$ cat src/rtl/wait_gate_pkg.sv
package wait_gate_pkg;

  typedef enum logic [1:0] {
    ST_IDLE = 2'b00,
    ST_HOLD = 2'b01,
    ST_DONE = 2'b10
  } gateState_t;

  // Strobes from the control FSM to the dwell datapath.
  typedef struct packed {
    logic cntClear;   // wait is being entered
    logic cntStep;    // one more holding cycle
    logic earlyLoad;  // capture acknowledge seen at entry
  } dwellCmd_t;

endpackage

$ cat src/rtl/wait_gate_dwell.sv
module wait_gate_dwell
  import wait_gate_pkg::*;
#(
  parameter int TIMEOUT_CYCLES = 100
) (
  input  logic      clk,
  input  logic      rst,
  input  dwellCmd_t cmd,
  input  logic      ackIn,
  output logic      timeoutHit,
  output logic      earlyAck
);

  localparam int CNT_W = (TIMEOUT_CYCLES > 1) ? $clog2(TIMEOUT_CYCLES) : 1;
  localparam logic [CNT_W-1:0] LAST_IDX = CNT_W'(TIMEOUT_CYCLES - 1);

  logic [CNT_W-1:0] dwellCnt;
  logic             earlyFlag;

  always_ff @(posedge clk) begin
    if (rst) begin
      dwellCnt  <= '0;
      earlyFlag <= 1'b0;
    end else begin
      if (cmd.cntClear) begin
        dwellCnt <= '0;
      end else if (cmd.cntStep && (dwellCnt != LAST_IDX)) begin
        dwellCnt <= dwellCnt + 1'b1;
      end
      if (cmd.earlyLoad) begin
        earlyFlag <= ackIn;
      end
    end
  end

  assign timeoutHit = (dwellCnt == LAST_IDX);
  assign earlyAck   = earlyFlag;

endmodule

$ cat src/rtl/wait_gate_ctrl.sv
module wait_gate_ctrl
  import wait_gate_pkg::*;
#(
  parameter int TIMEOUT_CYCLES = 100
) (
  input  logic       clk,
  input  logic       rst,
  input  logic       startReq,
  input  logic       ackIn,
  input  logic       timeoutHit,
  input  logic       earlyAck,
  output gateState_t state,
  output logic       ackPulse,
  output logic       timeoutPulse,
  output dwellCmd_t  cmd
);

  gateState_t nextState;
  logic       ackNow;

  assign ackNow = ackIn | earlyAck;

  always_comb begin
    nextState = state;
    unique case (state)
      ST_IDLE: if (startReq) nextState = ST_HOLD;
      ST_HOLD: if (ackNow || timeoutHit) nextState = ST_DONE;
      ST_DONE: nextState = ST_IDLE;
      default: nextState = ST_IDLE;
    endcase
  end

  always_comb begin
    cmd.cntClear  = (state == ST_IDLE) && startReq;
    cmd.cntStep   = (state == ST_HOLD);
    cmd.earlyLoad = (state == ST_IDLE) && startReq;
  end

  always_ff @(posedge clk) begin
    if (rst) begin
      state        <= ST_IDLE;
      ackPulse     <= 1'b0;
      timeoutPulse <= 1'b0;
    end else begin
      state        <= nextState;
      ackPulse     <= (state == ST_HOLD) && ackNow;
      timeoutPulse <= (state == ST_HOLD) && !ackNow && timeoutHit;
    end
  end

  // ---------------------------------------------------------------
  // Checks. chkDwell counts holding cycles independently of the
  // datapath counter.
  // ---------------------------------------------------------------
  int unsigned chkDwell;
  always_ff @(posedge clk) begin
    if (rst || state == ST_IDLE) chkDwell <= 0;
    else if (state == ST_HOLD)   chkDwell <= chkDwell + 1;
  end

  assert_reset_idle_R1: assert property (@(posedge clk)
    rst |=> (state == ST_IDLE && !ackPulse && !timeoutPulse));

  assert_start_enters_R2: assert property (@(posedge clk) disable iff (rst)
    (state == ST_IDLE && startReq) |=> state == ST_HOLD);

  assert_idle_stays_R2: assert property (@(posedge clk) disable iff (rst)
    (state == ST_IDLE && !startReq) |=> state == ST_IDLE);

  assert_hold_dwell_R3: assert property (@(posedge clk) disable iff (rst)
    (state == ST_HOLD && !ackIn && !earlyAck && !timeoutHit) |=> state == ST_HOLD);

  assert_ack_exit_R4: assert property (@(posedge clk) disable iff (rst)
    (state == ST_HOLD && ackIn) |=> (state == ST_DONE && ackPulse));

  assert_timeout_exit_R5: assert property (@(posedge clk) disable iff (rst)
    (state == ST_HOLD && timeoutHit && !ackIn && !earlyAck)
      |=> (state == ST_DONE && timeoutPulse));

  assert_timeout_length_R5: assert property (@(posedge clk) disable iff (rst)
    timeoutPulse |-> chkDwell == TIMEOUT_CYCLES);

  assert_entry_ack_R6: assert property (@(posedge clk) disable iff (rst)
    (state == ST_IDLE && startReq && ackIn) |=> ##1 (state == ST_DONE && ackPulse));

  assert_ack_priority_R7: assert property (@(posedge clk) disable iff (rst)
    (state == ST_HOLD && timeoutHit && ackIn) |=> (ackPulse && !timeoutPulse));

  assert_flags_exclusive_R7: assert property (@(posedge clk) disable iff (rst)
    $onehot0({ackPulse, timeoutPulse}));

  assert_done_single_R8: assert property (@(posedge clk) disable iff (rst)
    state == ST_DONE |=> state == ST_IDLE);

  assert_flag_in_done_R8: assert property (@(posedge clk) disable iff (rst)
    (ackPulse || timeoutPulse) |-> state == ST_DONE);

endmodule

$ cat src/rtl/wait_gate.sv
module wait_gate
  import wait_gate_pkg::*;
#(
  parameter int TIMEOUT_CYCLES = 100
) (
  input  logic       clk,
  input  logic       rst,
  input  logic       startReq,
  input  logic       ackIn,
  output logic [1:0] stateOut,
  output logic       ackPulse,
  output logic       timeoutPulse
);

  gateState_t state;
  dwellCmd_t  cmd;
  logic       timeoutHit;
  logic       earlyAck;

  wait_gate_ctrl #(.TIMEOUT_CYCLES(TIMEOUT_CYCLES)) u_ctrl (
    .clk          (clk),
    .rst          (rst),
    .startReq     (startReq),
    .ackIn        (ackIn),
    .timeoutHit   (timeoutHit),
    .earlyAck     (earlyAck),
    .state        (state),
    .ackPulse     (ackPulse),
    .timeoutPulse (timeoutPulse),
    .cmd          (cmd)
  );

  wait_gate_dwell #(.TIMEOUT_CYCLES(TIMEOUT_CYCLES)) u_dwell (
    .clk        (clk),
    .rst        (rst),
    .cmd        (cmd),
    .ackIn      (ackIn),
    .timeoutHit (timeoutHit),
    .earlyAck   (earlyAck)
  );

  assign stateOut = state;

endmodule

$ cat config.mk
export PLATFORM = sky130hd
export DESIGN_NAME = wait_gate
export DESIGN_NICKNAME = d
export VERILOG_FILES = /design/src/rtl/wait_gate_pkg.sv /design/src/rtl/wait_gate_dwell.sv /design/src/rtl/wait_gate_ctrl.sv /design/src/rtl/wait_gate.sv
export SDC_FILE = /design/constraint.sdc
export NUM_CORES = 1
export LEC_CHECK = 0
export ABC_CLOCK_PERIOD_IN_PS = 2400
export BUFFER_PORTS_ARGS = -buffer_cell sky130_fd_sc_hd__buf_2
export CORE_MARGIN = 5
export CORE_UTILIZATION = 40
export CTS_CLUSTER_DIAMETER = 30
export DETAILED_ROUTE_END_ITERATION = 7
export PLACE_DENSITY = 0.69
export SLEW_MARGIN = 10
export SYNTH_ARGS = -nofsm -noshare
export SYNTH_HDL_FRONTEND = slang
export SYNTH_SLANG_ARGS = --single-unit
$ cat constraint.sdc
create_clock -name clk -period 2.4 [get_ports clk]
set_input_delay 0.48 -clock clk [delete_from_list [all_inputs] [get_ports clk]]
set_output_delay 0.48 -clock clk [all_outputs]
set_load 0.02 [all_outputs]
==> impl_metrics.toml <==
[die]
die_width_um = 47.31
io_pins = 8
initial_core_util_pct = 42.79
die_y_um = 47.31
rows = 13
coreArea_mm2 = 0.001301
die_area_mm2 = 0.002238

[pwr]
finalPower_w = 0.0004023
power_density_mw_per_mm2 = 630.5
p_leak_nw = 0.2298
irDropWorstVdd_mv = 0.3263

[clock_tree]
post_cts_buffers = 0
worstSkewPairLatency_ns = 0.27
clkTransAtPathRegs_ns = 0.08
root_buffer = "clkbuf_4"
cts_tree = "built"
clk_path_buf_depth = 2
numCtsBuffers = 3
cts_sinks = 12
cts_hold_buf = 0
htreeDepth = 1
cts_resized = 0

[sta]
hold_viol_final = 0
rsz0062_at_grt = "false"
tns_ns = 0
period_needed_ns = 1.377
skew_ns = 0.005417
timing.fmax_mhz = 726.0
slew_headroom_pct = 71.42
setup_viol = 0
maxSlewViolCount = 0
post-route-period-util_pct = 57.39
tightest_slew_ns = 0.4276

[route]
viasPerCell = 5.571
vias = 468
drt_iter0_markers = 1
wire_per_inst_um = 12.04
routed_wl_um = 1011
final_antenna_net_count = 0
drtPass1Iterations = 2
drcViolationCount = 0

[cells_and_area]
nNetsFinal = 75
final_common_cell = "dfxtp_1"
syn_to_final_growth_pct = 14.61
layout-drive-gt1-share_pct = 18.84
fillers = 147
layout_common_cells = "12 x dfxtp_1, 7 x buf_2, 6 x a21oi_1"
diodes = 0
stdcell_count = 84
fin_util_pct = 49.04

[yosys]
synth_cell_types = 27
syn_inst = 60
synth.ff_latch_count = 12
syn_nets = 65
syn-cell-area_um2 = 556.8
yosysWarnings = 0
synth_seq_area_share_pct = 43.15
syn_avg_cell_area_um2 = 9.280

[global_route]
globalRouteOverflowTotal = 0
met1_usage_pct = 12.56
met2_usage_pct = 20.05
grt_pass1_wl_um = 1828
top_usage_layer = "met2"
use_met3_pct = 3.831
grt_max_degree = 11
antenna_found_initial = 0
grt_usage_pct = 12.21
grt_pass1_vias = 442

[critical_path]
crit_required_ns = 1.92
cp_num_buf_inv = 1
cp_max_fo = 7
reg2reg_slack_ns = 1.03
critPathMaxStageDelay_ns = 0.42
arrival_ns = 0.90
path_class = "reg2out"
cp_cell_sequence = "buf_2"
end_kind = "primary output"
cp-start-kind = "flip-flop"
path_delay_family = "flip-flops"
slowest_stage = "dfxtp_1"

[placement]
hpwl_um = 791
gp_congestion = 0.7023
port_buffers = 7
dp.cells = 80

[min_path]
hold_path_class = "in2reg"

[status]
status = "completed"

[flow_run]
cap_violations = 0
-- report_power, final --
group | switching [W] | total, W | internal (W)
Sequential | 0.00000552 | 0.000210 | 0.000204
Clock | 0.0000681 | 0.000160 | 0.0000922
Combinational | 0.0000183 | 0.0000325 | 0.0000142
Total | 0.0000919 | 0.000402 | 0.000310
-- cell type report --
| type | instances | area, µm² | share of cell area (%) |
|---|---|---|---|
| clock buffer | 4 | 36.28 | 5.686 |
| inverter | 1 | 3.754 | 0.5882 |
| multi-input combinational | 45 | 304.0 | 47.65 |
| timing repair buffer | 7 | 35.03 | 5.490 |
| sequential | 12 | 240.2 | 37.65 |
| tap | 15 | 18.77 | 2.941 |
-- cells by family (layout without fill, tap and decap cells) --
group,after synthesis,after routing,synth area share (%)
adder cells (fa/ha/maj),1,1,2.247
AO/OA/AOI/OAI,14,14,15.73
buffers and inverters,3,12,2.245
AND/OR/NAND/NOR,27,27,31.23
flip-flops,12,12,43.15
multiplexers,3,3,5.393
-- metrics by stage --
stage | area, µm² | setup slack [ns] | hold slack, ns
4_1_cts | 638.1 | 1.000 | 0.4573
2_1_floorplan | 556.8 | 1.071 | 0.4470
6_report | 638.1 | 1.023 | 0.4682
5_1_grt | 638.1 | 0.9162 | 0.4679
3_3_place_gp | 601.8 | 1.016 | 0.4673
3_5_place_dp | 601.8 | 0.9847 | 0.4732
-- state kept, by name (all words and copies together), names as in the netlist --
register / flops
u_ctrl.ackPulse: 1
u_ctrl.timeoutPulse: 1
u_ctrl.state: 2
u_dwell.dwellCnt: 7
u_dwell.earlyAck: 1
-- worst paths after layout --
path / from / to / cells after the start
setup / recovery: u_ctrl.state[0] / stateOut[0] / 1
hold / removal: rst / u_dwell.earlyAck / 2
setup reg to reg: u_dwell.dwellCnt[0] / u_ctrl.state[0] / 4
hold reg to reg: u_dwell.dwellCnt[6] / u_dwell.dwellCnt[6] / 2
-- routing by layer --
metal	part of all wire (%)	vias to the layer above	wire, µm
met2	49	9	492
li1	-	243	-
met3	3.7	5	37
met1	44	211	444
met5	0	-	0
met4	3.7	0	37
-- synthesized netlist by cell type --
cell / instances / area (µm²)
a2111oi_0: 1 / 8.760
a211o_1: 1 / 8.760
a211oi_1: 1 / 7.510
a21oi_1: 6 / 30.03
and2_1: 1 / 6.260
clkbuf_1: 1 / 3.750
clkbuf_2: 1 / 5.000
dfxtp_1: 12 / 240.2
ha_1: 1 / 12.51
inv_1: 1 / 3.750
mux2i_1: 3 / 30.03
nand2_1: 4 / 15.01
nand2_2: 1 / 6.260
nand2b_1: 2 / 12.51
nand3_1: 1 / 5.000
nand3b_1: 5 / 37.54
nor2_1: 3 / 11.26
nor2b_1: 1 / 6.260
nor3_1: 1 / 5.000
nor4b_1: 1 / 8.760
nor4b_2: 1 / 15.01
o21a_1: 1 / 7.510
o21ai_0: 2 / 10.01
o31ai_1: 2 / 15.01
or3_1: 2 / 12.51
or3b_1: 2 / 17.52
or4_1: 2 / 15.01
(Power assumes the default switching activity.)
